[src/rtl/dwc_pkg.sv]
// Shared types and field positions for the DMA window checker.
// Assumes 32-bit addresses split into a 20-bit frame and a 12-bit in-page adjust.
package dwc_pkg;
    localparam int ADDR_W  = 32;
    localparam int PAGE_W  = 12;
    localparam int FRAME_W = ADDR_W - PAGE_W;
    localparam int CLASS_W = 12;

    // Bit positions in descriptor word 0 that the translator decodes
    localparam int W0_LINEAR = 13;
    localparam int W0_PTP    = 12;
    localparam int W0_MODE   = 14;
    localparam int W0_TGT    = 16;
    localparam int W0_ADJ    = 20;
    localparam int W2_WRITE  = 1;

    typedef enum logic [1:0] {
        FLT_OK     = 2'd0,
        FLT_RANGE  = 2'd1,
        FLT_ACCESS = 2'd2,
        FLT_TARGET = 2'd3
    } fault_e;

    typedef enum logic [1:0] {
        MODE_RW  = 2'd0,
        MODE_RO  = 2'd1,
        MODE_WO  = 2'd2,
        MODE_BAD = 2'd3
    } mode_e;

    typedef enum logic [1:0] {
        TGT_VRAM  = 2'd0,
        TGT_TILED = 2'd1,
        TGT_PCI   = 2'd2,
        TGT_AGP   = 2'd3
    } target_e;

    typedef struct packed {
        logic [FRAME_W-1:0] frame;
        logic [PAGE_W-1:0]  adjust;
        logic [ADDR_W-1:0]  limit;
        mode_e              mode;
        target_e            target;
        logic               linear;
    } desc_t;
endpackage

[src/rtl/dwc_build.sv]
// Validates a proposed DMA window against class, mode, target and size
// limits and packs the descriptor words; result registered one cycle later.
// Assumes limits are window sizes in bytes; sums are formed in ADDR_W+1 bits.
module dwc_build
    import dwc_pkg::*;
#(
    parameter logic [CLASS_W-1:0] CLS_LOCAL = 12'h03D,
    parameter logic [CLASS_W-1:0] CLS_READ  = 12'h002,
    parameter logic [CLASS_W-1:0] CLS_WRITE = 12'h003
) (
    input  logic               clk,
    input  logic               rst_n,
    input  logic               bld_valid,
    input  logic [CLASS_W-1:0] bld_class,
    input  logic [1:0]         bld_access,
    input  logic [1:0]         bld_target,
    input  logic [ADDR_W-1:0]  bld_offset,
    input  logic [ADDR_W-1:0]  bld_size,
    input  logic [ADDR_W-1:0]  vram_limit,
    input  logic [ADDR_W-1:0]  agp_limit,
    input  logic [ADDR_W-1:0]  agp_base,
    output logic               bld_done,
    output logic [1:0]         bld_fault,
    output logic [3:0][ADDR_W-1:0] bld_words
);
    localparam int NWORDS = 4;

    logic                  cls_ok;
    logic                  mode_ok;
    logic                  tgt_ok;
    logic [ADDR_W-1:0]     lim;
    logic [ADDR_W:0]       end_sum;
    logic                  rng_bad;
    fault_e                fault_c;
    logic [ADDR_W-1:0]     phys;
    logic                  writable;
    logic [NWORDS-1:0][ADDR_W-1:0] packed_c;

    // Legality checks in priority order: class, mode, target, range
    always_comb begin
        cls_ok  = (bld_class == CLS_LOCAL) || (bld_class == CLS_READ)
               || (bld_class == CLS_WRITE);
        mode_ok = bld_access != MODE_BAD;
        tgt_ok  = (bld_target == TGT_VRAM) || (bld_target == TGT_AGP);
        lim     = (bld_target == TGT_AGP) ? agp_limit : vram_limit;
        end_sum = {1'b0, bld_offset} + {1'b0, bld_size};
        rng_bad = ({1'b0, bld_offset} > {1'b0, lim}) || (end_sum > {1'b0, lim});
        if (!cls_ok || !mode_ok) fault_c = FLT_ACCESS;
        else if (!tgt_ok)        fault_c = FLT_TARGET;
        else if (rng_bad)        fault_c = FLT_RANGE;
        else                     fault_c = FLT_OK;
    end

    // Physical base: aperture base added for AGP before the split
    always_comb begin
        phys     = (bld_target == TGT_AGP) ? bld_offset + agp_base : bld_offset;
        writable = bld_access != MODE_RO;
    end

    // Word 0 carries adjust, target, mode, the two fixed flags and the class
    assign packed_c[0] = {phys[PAGE_W-1:0], 2'b00, bld_target, bld_access,
                          1'b1, 1'b1, bld_class};
    // Word 1 is the inclusive limit
    assign packed_c[1] = bld_size - 1'b1;

    // Words 2 and 3 repeat the frame with the write flag
    for (genvar g = 2; g < NWORDS; g++) begin : g_frame_word
        assign packed_c[g] = {phys[ADDR_W-1:PAGE_W], {(PAGE_W-W2_WRITE-1){1'b0}},
                              writable, {W2_WRITE{1'b0}}};
    end

    // Register the verdict and the packed words
    always_ff @(posedge clk) begin
        if (!rst_n) begin
            bld_done  <= 1'b0;
            bld_fault <= FLT_OK;
            bld_words <= '0;
        end else begin
            bld_done <= bld_valid;
            if (bld_valid) begin
                bld_fault <= fault_c;
                bld_words <= (fault_c == FLT_OK) ? packed_c : '0;
            end
        end
    end


    bad_target_build_chk: assert property (@(posedge clk) disable iff (!rst_n)
        (bld_valid && cls_ok && mode_ok && !tgt_ok) |=> (bld_fault == FLT_TARGET));

    wrap_range_chk: assert property (@(posedge clk) disable iff (!rst_n)
        (bld_valid && cls_ok && mode_ok && tgt_ok && end_sum[ADDR_W])
        |=> (bld_fault == FLT_RANGE));

    pack_flags_chk: assert property (@(posedge clk) disable iff (!rst_n)
        (bld_done && bld_fault == FLT_OK)
        |-> (bld_words[0][W0_LINEAR] && bld_words[0][W0_PTP] && bld_words[2] == bld_words[3]));

    refused_zero_chk: assert property (@(posedge clk) disable iff (!rst_n)
        (bld_done && bld_fault != FLT_OK) |-> (bld_words == '0));
endmodule

[config.mk]
export PLATFORM = sky130hd
export DESIGN_NAME = dwc_build
export DESIGN_NICKNAME = d
export VERILOG_FILES = /design/src/rtl/dwc_pkg.sv /design/src/rtl/dwc_build.sv
export SDC_FILE = /design/constraint.sdc
export NUM_CORES = 1
export LEC_CHECK = 0
export BUFFER_PORTS_ARGS = -buffer_cell sky130_fd_sc_hd__buf_2
export CORE_ASPECT_RATIO = 2
export CORE_MARGIN = 2
export CORE_UTILIZATION = 33
export DETAILED_ROUTE_END_ITERATION = 7
export SLEW_MARGIN = 20
export SYNTH_ARGS = -nofsm -noshare
export SYNTH_HDL_FRONTEND = slang
export SYNTH_SLANG_ARGS = --single-unit
[constraint.sdc]
create_clock -name clk -period 5.5 [get_ports clk]
set_clock_uncertainty 0.05 [all_clocks]
set_input_delay 0.275 -clock clk [delete_from_list [all_inputs] [get_ports clk]]
set_output_delay 0.275 -clock clk [all_outputs]
set_load 0.01 [all_outputs]
Yosys cells after proc, flatten, opt, wreduce, memory -nomap -nowiden
Cells that the tools add are included.
Widths: inputs -> output; s select.
- register bits after elaboration: 131
- input bits: 179
- word-level logic and storage cells: 32
- output and inout bits: 131
- equal/unequal tests: 6
- reduce and logical (&&, ||, !) cells: 9
- multiplexer cells: 6
- $lt $le $gt $ge: 2
- add/subtract/negate cells: 3
- operator list (cell ; number):
    $mux 128 ; 1
    $mux 32 ; 2
    $add 32x32->33 ; 1
    $gt 33x32->1 ; 1
    $add 32x32->32 ; 1
    $gt 32x32->1 ; 1
    $sub 32x1->32 const B ; 1
    $eq 12x2->1 const B ; 2
    $eq 12x6->1 const B ; 1
    $logic_or 1x1->1 ; 5
    $logic_not 2->1 ; 2
    $mux 2 ; 2
    $eq 2x2->1 const B ; 1
    $logic_not 1->1 ; 2
    $ne 2x1->1 const B ; 1
    $ne 2x2->1 const B ; 1
    $mux 1 ; 1

Depth between registers and ports, before layout
Gate-level depths: netlist (run 1).
- depth after elaboration: 9
- gate-level depth with buffers: 24
- mapped depth without buffers: 22

Worst setup path before layout (run 1)
No wires, ideal clock.
- path kind: input to register
- from: input port bld_offset[3]
- to: register bld_words[76] (netlist bit)
- library setup time: 0.074 ns
- arrival time: 4.325 ns
- slack: 1.051 ns
- cell stages on the path: 21
- data required time: 5.376 ns
- buffers on the path: 2
- cell sequence: ha_1 > a21oi_1 > nor2b_1 > a311oi_1 > o211ai_1 > a22o_1 > a2111oi_2 > o41ai_1 > o311ai_0 > ha_1 > nand4_1 > nor3_1 > a22oi_1 > nand3_1 > o221ai_1 > nand2b_1 > nor3b_1 > nand3_1 > clkbuf_1 > clkbuf_1 > o21ai_0
- longest elaborated chain between the ends: 8
- elaborated cells between the ends (all ways): 11
- those cells by class: add/sub: 2; order compare: 2; mux: 5; reduce/logical: 2
- ends and longest elaborated chain (item ; line ; RTL):
    from (decl) ; dwc_build.sv:17 ; input logic [ADDR_W-1:0] bld_offset,
    $add 32x32->33 ; dwc_build.sv:46 ; end_sum = {1'b0, bld_offset} + {1'b0, bld_size};
    $gt 33x32->1 ; dwc_build.sv:47 ; rng_bad = ({1'b0, bld_offset} > {1'b0, lim}) || (end_sum > {1'b0, lim});
    $logic_or 1x1->1 ; dwc_build.sv:47 ;
    $mux 1 ; dwc_build.sv:50 ; else if (rng_bad) fault_c = FLT_RANGE;
    $mux 2 ; dwc_build.sv:49 ; else if (!tgt_ok) fault_c = FLT_TARGET;
    $mux 2 ; dwc_build.sv:48 ; if (!cls_ok || !mode_ok) fault_c = FLT_ACCESS;
    $logic_not 2->1 ; dwc_build.sv:82 ; bld_words <= (fault_c == FLT_OK) ? packed_c : '0;
    $mux 128 (*) ; dwc_build.sv:82 ;
    to (signal assigned) ; dwc_build.sv:82 ;
    to (decl) ; dwc_build.sv:24 ; output logic [3:0][ADDR_W-1:0] bld_words
Mark *: on every way between the ends. The rest lies on a longest branch, timed or not.
A chain may end at the register's enable or synchronous reset.

Worst setup path after layout (run 1)
- from: input port bld_offset[2]
- to: register bld_words[95] (netlist bit)
Same word-level chain as after synthesis.

==> metrics, run 1 <==
Crit Path Category=input pin to flip-flop; DPL Wire Length=26.02 mm; DP Cell Count=1645; gr busiest metal=met2; worst-margin pin slew=0.7076 ns; most frequent cell after synthesis=ha_1; crit share post-route=0.9010; Setup crit end kind=flip-flop; hold crit path type=input pin to flip-flop; cell depth of the worst hold path=2; Hold Buf Count CTS=0; die height=232.6 um; fin cells=1662; Core ar.=0.02565 mm^2; status=completed; Hold Path Sink=bld_words[0]; Initial Util=0.3362; layout cells sized above 1=0.2498; IO Port Bufs=285; DR pass1 iterations=6; max-cap viol count=0; DR WL/cell=18.60 um; Mapped Cells=1065; Critical Path Start=bld_offset[2]; post-synth cell types=75; H-Tree Depth=3; sequential area share after synthesis=0.1973; RSZ-0062 raised after global routing=no; endpoints failing setup=0; io pins=310; Syn Area/Cell=8.097 um^2; Yosys Warn Count=0; initial antenna violation count=1; Die Footprint=0.02752 mm^2; fin. max-slew vios=0; Power Density=196.1 mW/mm^2; peak supply drop=0.1526 mV; row count=83; CTS tree=yes; Reg2Reg Depth=2; Slew Limit Headroom=0.5221; Min-Delay Startpoint=bld_class[0]; Reg clk slew, reported paths=0.07 ns; Worst R2R End=bld_words[86]; post-CTS setup buffers=0; FF+latch count, synth=85; CTS buffer count=9; post-layout net count=1626; GPL Wtd Cong=0.9013; M2 GR Usage=0.4160; Sum Neg Setup Slack=0 ns; GR Layer Usage met3=0.03358; M1 GR Usage=0.2133; CTS root buf=clkbuf_16; critical path launch point type=input pin; Yosys top cell area share=0.1973; share of flip-flops with an asynchronous set or reset=0; Hold Vio Cnt, Final=0; post-route ant nets=0; vias per inst=5.297; first-iteration detailed-routing DRC count=352; Worst-Skew Late Latency=0.36 ns; R2R setup slack=4.74 ns; crit-path max FO=13; Synth top cells by count=129 x ha_1, 119 x nand2_1, 96 x o21ai_0; Routed WL=30.91 mm; vias in the first global route=8844; Critical R2R Launch=bld_words[86]; DRC viols=0; synthesized area=0.008623 mm^2; first-pass GRT wire length=46.28 mm; Total GRT Usage=0.2199; Layout area overhead=21.89%; Post-synth EDFFs=0; min cycle time layout=4.955 ns; top cells by area, synth=dfxtp_1 20%, ha_1 19%, xnor2_1 5.7%, o21ai_0 5.6%, mux2i_1 5.5%; top achievable clock speed=201.8 MHz; TritonCTS Sinks=85; Leak Pwr=4.988 nW; Post-synth top flop=dfxtp_1; clk buf depth=2; Worst Setup Slack, final=0.5445 ns; endpoint arrival time on the critical path=5.21 ns; largest net degree at the start of global routing=55; Critical Path RT=5.76 ns; gr ovfl total=0; Vias=8803; cell taking the most area after synthesis=dfxtp_1; pre-CTS setup slack=0.07200 ns; die width=118.3 um; Post-CTS Resized=0
-- placed cells by master (no fill, tap or decap), types with 23 or more instances in the layout --
cell type  synthesis  layout
buf_2              1     285
ha_1             129     128
nand2_1          119     119
o21ai_0           96      96
dfxtp_1           85      85
a21oi_1           74      74
xnor2_1           56      56
nor2_1            53      53
mux2i_1           47      47
a21o_1            29      29
inv_1             25      25
conb_1             1      24
xor2_1            23      23
-- area by class of cell --
class,count,area (um^2)
fill,2719,15140
multi-input combinational,900,6477
sequential,85,1702
timing repair buffer,294,1506
tap,340,425.4
clock buffer,11,242.7
inverter,26,97.59
clock inverter,5,57.56
antenna,1,2.502
-- critical path: stages --
cell,delay (ns)
buf_2,0.13
ha_1,0.34
nor2b_1,0.28
a311oi_1,0.18
o211ai_1,0.26
a22o_1,0.34
a2111oi_2,0.15
o41ai_1,0.72
o311ai_0,0.26
ha_1,0.35
nand4_1,0.14
nor4_1,0.42
nand3_1,0.12
o221ai_1,0.12
o2111a_1,0.57
buf_4,0.27
nand4_1,0.10
nand3_1,0.09
nand2b_1,0.09
-- cell families after synthesis --
group | share of synthesized area
AO/OA/AOI/OAI | 0.2249
XOR/XNOR | 0.08024
adder cells (fa/ha/maj) | 0.1918
buffers and inverters | 0.06500
flip-flops | 0.1973
multiplexers | 0.05717
other | 0.0004349
AND/OR/NAND/NOR | 0.1831
-- layer usage --
layer | routed length [um] | vias to the layer above
li1 | - | 4370
met1 | 11100 | 4034
met2 | 16320 | 303
met3 | 1251 | 96
met4 | 2240 | 0
met5 | 0 | -
-- sequential cells by signal, summed over array words and instances, names as in the netlist --
register   cells
bld_words     82
bld_fault      2
bld_done       1
-- power breakdown --
group	internal (mW)	switching [mW]
combinational	0.336	0.466
sequential	0.616	0.000253
clock	0.366	0.277
total	1.32	0.744
-- worst max-delay path by stage --
stage | endpoint | slack [ns] | cells after the start
5_1_grt | bld_words[78] | 0.06 | 21
2_1_floorplan | bld_words[76] | 1.05 | 21
4_1_cts | bld_words[30] | 0.43 | 19
3_3_place_gp | bld_words[39] | 0.24 | 21
6_report | bld_words[95] | 0.54 | 19
3_5_place_dp | bld_words[53] | 0.07 | 20
-- per-stage QoR --
stage / utilization / hold WS [ns] / power (mW) / area (um^2)
after CTS: 0.4095 / 0.07485 / 2.080 / 10500
after floorplan: - / 0.3405 / 1.168 / 8710
after global routing: 0.4098 / 0.09252 / 2.192 / 10510
final: 0.4098 / 0.09411 / 2.061 / 10510
after detailed placement: 0.3978 / 0.3803 / 1.427 / 10200
after global placement: 0.3978 / 0.3738 / 1.416 / 10200
Note: power is estimated with default switching activity, not from simulation.
==> run 2, diff against run 1 <==
--- a/config.mk
+++ b/config.mk
@@ -10,6 +10,8 @@
 export CORE_MARGIN = 2
 export CORE_UTILIZATION = 33
 export DETAILED_ROUTE_END_ITERATION = 7
+export GPL_TIMING_DRIVEN = 0
+export REMOVE_ABC_BUFFERS = 1
 export SLEW_MARGIN = 20
 export SYNTH_ARGS = -nofsm -noshare
 export SYNTH_HDL_FRONTEND = slang
==> metrics, run 2 (synthesized netlist as in run 1, its figures left out) <==
vias per inst=5.294 (about the same); DPL Wire Length=25.10 mm (-3.5%); DR WL/cell=18.76 um (+0.85%); Crit Path Category=input pin to flip-flop; Core ar.=0.02565 mm^2 (unchanged); Top delay family on crit path=compound AO/OA/AOI/OAI gates; Worst-Skew Late Latency=0.37 ns (about the same); CTS buffer count=9 (unchanged); placed inst area=0.01020 mm^2 (about the same); min cycle time layout=5.120 ns (+0.1642 ns); crit-path max FO=15 (+2); CTS root buf=clkbuf_16; row count=83 (unchanged); crit-path cells=buf_2 -> ha_1 -> a21oi_1 -> nor2b_1 -> a311oi_1 -> o211ai_1 -> a22o_1 -> a2111oi_2 -> o41ai_2 -> nand4_1 -> o311ai_0 -> ha_1 -> nand4_1 -> nor4_2 -> nand3_1 -> o221ai_1 -> nand2b_1 -> nor3b_4 -> buf_4 -> nand3_4 -> o21ai_0; critical path launch point type=input pin; total power=2.074 mW (+0.62%); initial antenna violation count=0 (-1); Setup crit end kind=flip-flop; die width=118.3 um (unchanged); DR pass1 iterations=5 (-1); Reg clk slew, reported paths=0.07 ns (about the same); worst-margin pin slew=0.8766 ns (+0.1689 ns); largest net degree at the start of global routing=46 (-16%); DP Cell Count=1639 (-0.36%); Leak Pwr=4.989 nW (about the same); first-iteration detailed-routing DRC count=363 (+3.1%); CP peak stage delay=0.46 ns (-0.26 ns); final instance area=0.01061 mm^2 (+0.98%); Vias=8798 (-0.057%); endpoint arrival time on the critical path=5.36 ns (+0.15 ns); io pins=310 (unchanged); DRC viols=0 (unchanged); RSZ-0062 raised after global routing=no; Biggest register=bld_words; slowest CP cell=a2111oi_2; Top Registers=bld_words (82), bld_fault (2), bld_done (1); Power Density=195.4 mW/mm^2 (-0.35%); post-layout net count=1628 (+0.12%); Layout area overhead=23.08%; Die Footprint=0.02752 mm^2 (unchanged); fin. max-slew vios=0 (unchanged); layout cells sized above 1=0.2549 (+0.005106); GPL Wtd Cong=0.9083 (+0.78%); first-pass GRT wire length=46.17 mm (-0.22%); gr ovfl total=0 (unchanged); Worst Setup Slack, final=0.3804 ns (-0.1642 ns); Hold Vio Cnt, Final=0 (unchanged); post-route ant nets=0 (unchanged); TritonCTS Sinks=85 (unchanged); Critical Path RT=5.74 ns (-0.02 ns); Initial Util=0.3362 (unchanged); Logic pwr share=0.386 (-0.003); endpoints failing setup=0 (unchanged); die height=232.6 um (unchanged); most frequent cells in the layout=285 x buf_2, 128 x ha_1, 119 x nand2_1; hold crit path type=input pin to flip-flop; number of diodes=0 (-1); status=completed; Routed WL=31.17 mm (+0.85%); Clk pwr share=0.317 (+0.005); pre-CTS setup slack=-0.9038 ns (-0.9758 ns); max FFs per register=82 (unchanged); commonest non-fill, non-tap cell in the layout=buf_2; IO Port Bufs=285 (unchanged); fin cells=1662 (unchanged); worst path buffer plus inverter count=2 (unchanged); max-cap viol count=0 (unchanged); clk buf depth=2 (unchanged); CTS tree=yes; switching power total=0.7641 mW (+2.7%); Total GRT Usage=0.2197 (-0.0002749); Internal=1.310 mW (-0.56%); Sum Neg Setup Slack=0 ns (unchanged); Slew Limit Headroom=0.4120 (-0.1101); sw frac=0.3684 (+0.007533); peak supply drop=0.1604 mV (+5.1%); register share of total power=0.297 (-0.002); vias in the first global route=8612 (-2.6%); H-Tree Depth=3 (unchanged); crit share post-route=0.9308 (+0.02985); top achievable clock speed=195.3 MHz (-3.2%)
[run 2: what timing repair did]
item,in CTS,in global routing
hold buffers,0,0
buffers inserted,4,0
gates cloned,2,1
pin swaps,3,0
resized for setup,5,3
setup endpoints to repair,65,49
[run 2: stage by stage]
step,hold WS [ns],util
2_1_floorplan,0.3405,-
3_3_place_gp,0.3730,0.3937
3_5_place_dp,0.3801,0.3976
4_1_cts,0.07750,0.4122
5_1_grt,0.08644,0.4138
6_report,0.08719,0.4138
[run 2: power groups by stage]
stage          combinational [mW]  sequential [mW]  clock (mW)
2_1_floorplan               0.524            0.631           0
3_3_place_gp                0.760            0.630           0
3_5_place_dp                0.782            0.631           0
4_1_cts                     0.797            0.616       0.678
5_1_grt                     0.899            0.616       0.698
6_report                    0.800            0.616       0.658
[run 2: final cells by class]
class | count | area [um^2]
fill | 2634 | 15040
inverter | 26 | 97.59
clock inverter | 6 | 71.32
clock buffer | 9 | 225.2
tap | 340 | 425.4
sequential | 85 | 1702
multi-input combinational | 903 | 6561
timing repair buffer | 293 | 1531
[run 2: metal layers]
| metal | GRT usage | share of wire |
|---|---|---|
| met1 | 0.2122 | 0.35 |
| met2 | 0.4337 | 0.54 |
| met3 | 0.03235 | 0.045 |
| met4 | 0.1250 | 0.060 |
| met5 | 0 | 0 |
[run 2: path summary, 6_finish.rpt]
path                            slack, ns       endpoint  depth (start not counted)          start
worst min-delay path                 0.09   bld_words[0]                          2   bld_class[0]
worst max-delay path                 0.38  bld_words[89]                         21  bld_offset[3]
worst max register to register       4.71  bld_words[83]                          2  bld_words[83]
worst min register to register       0.39   bld_words[5]                          2   bld_words[5]
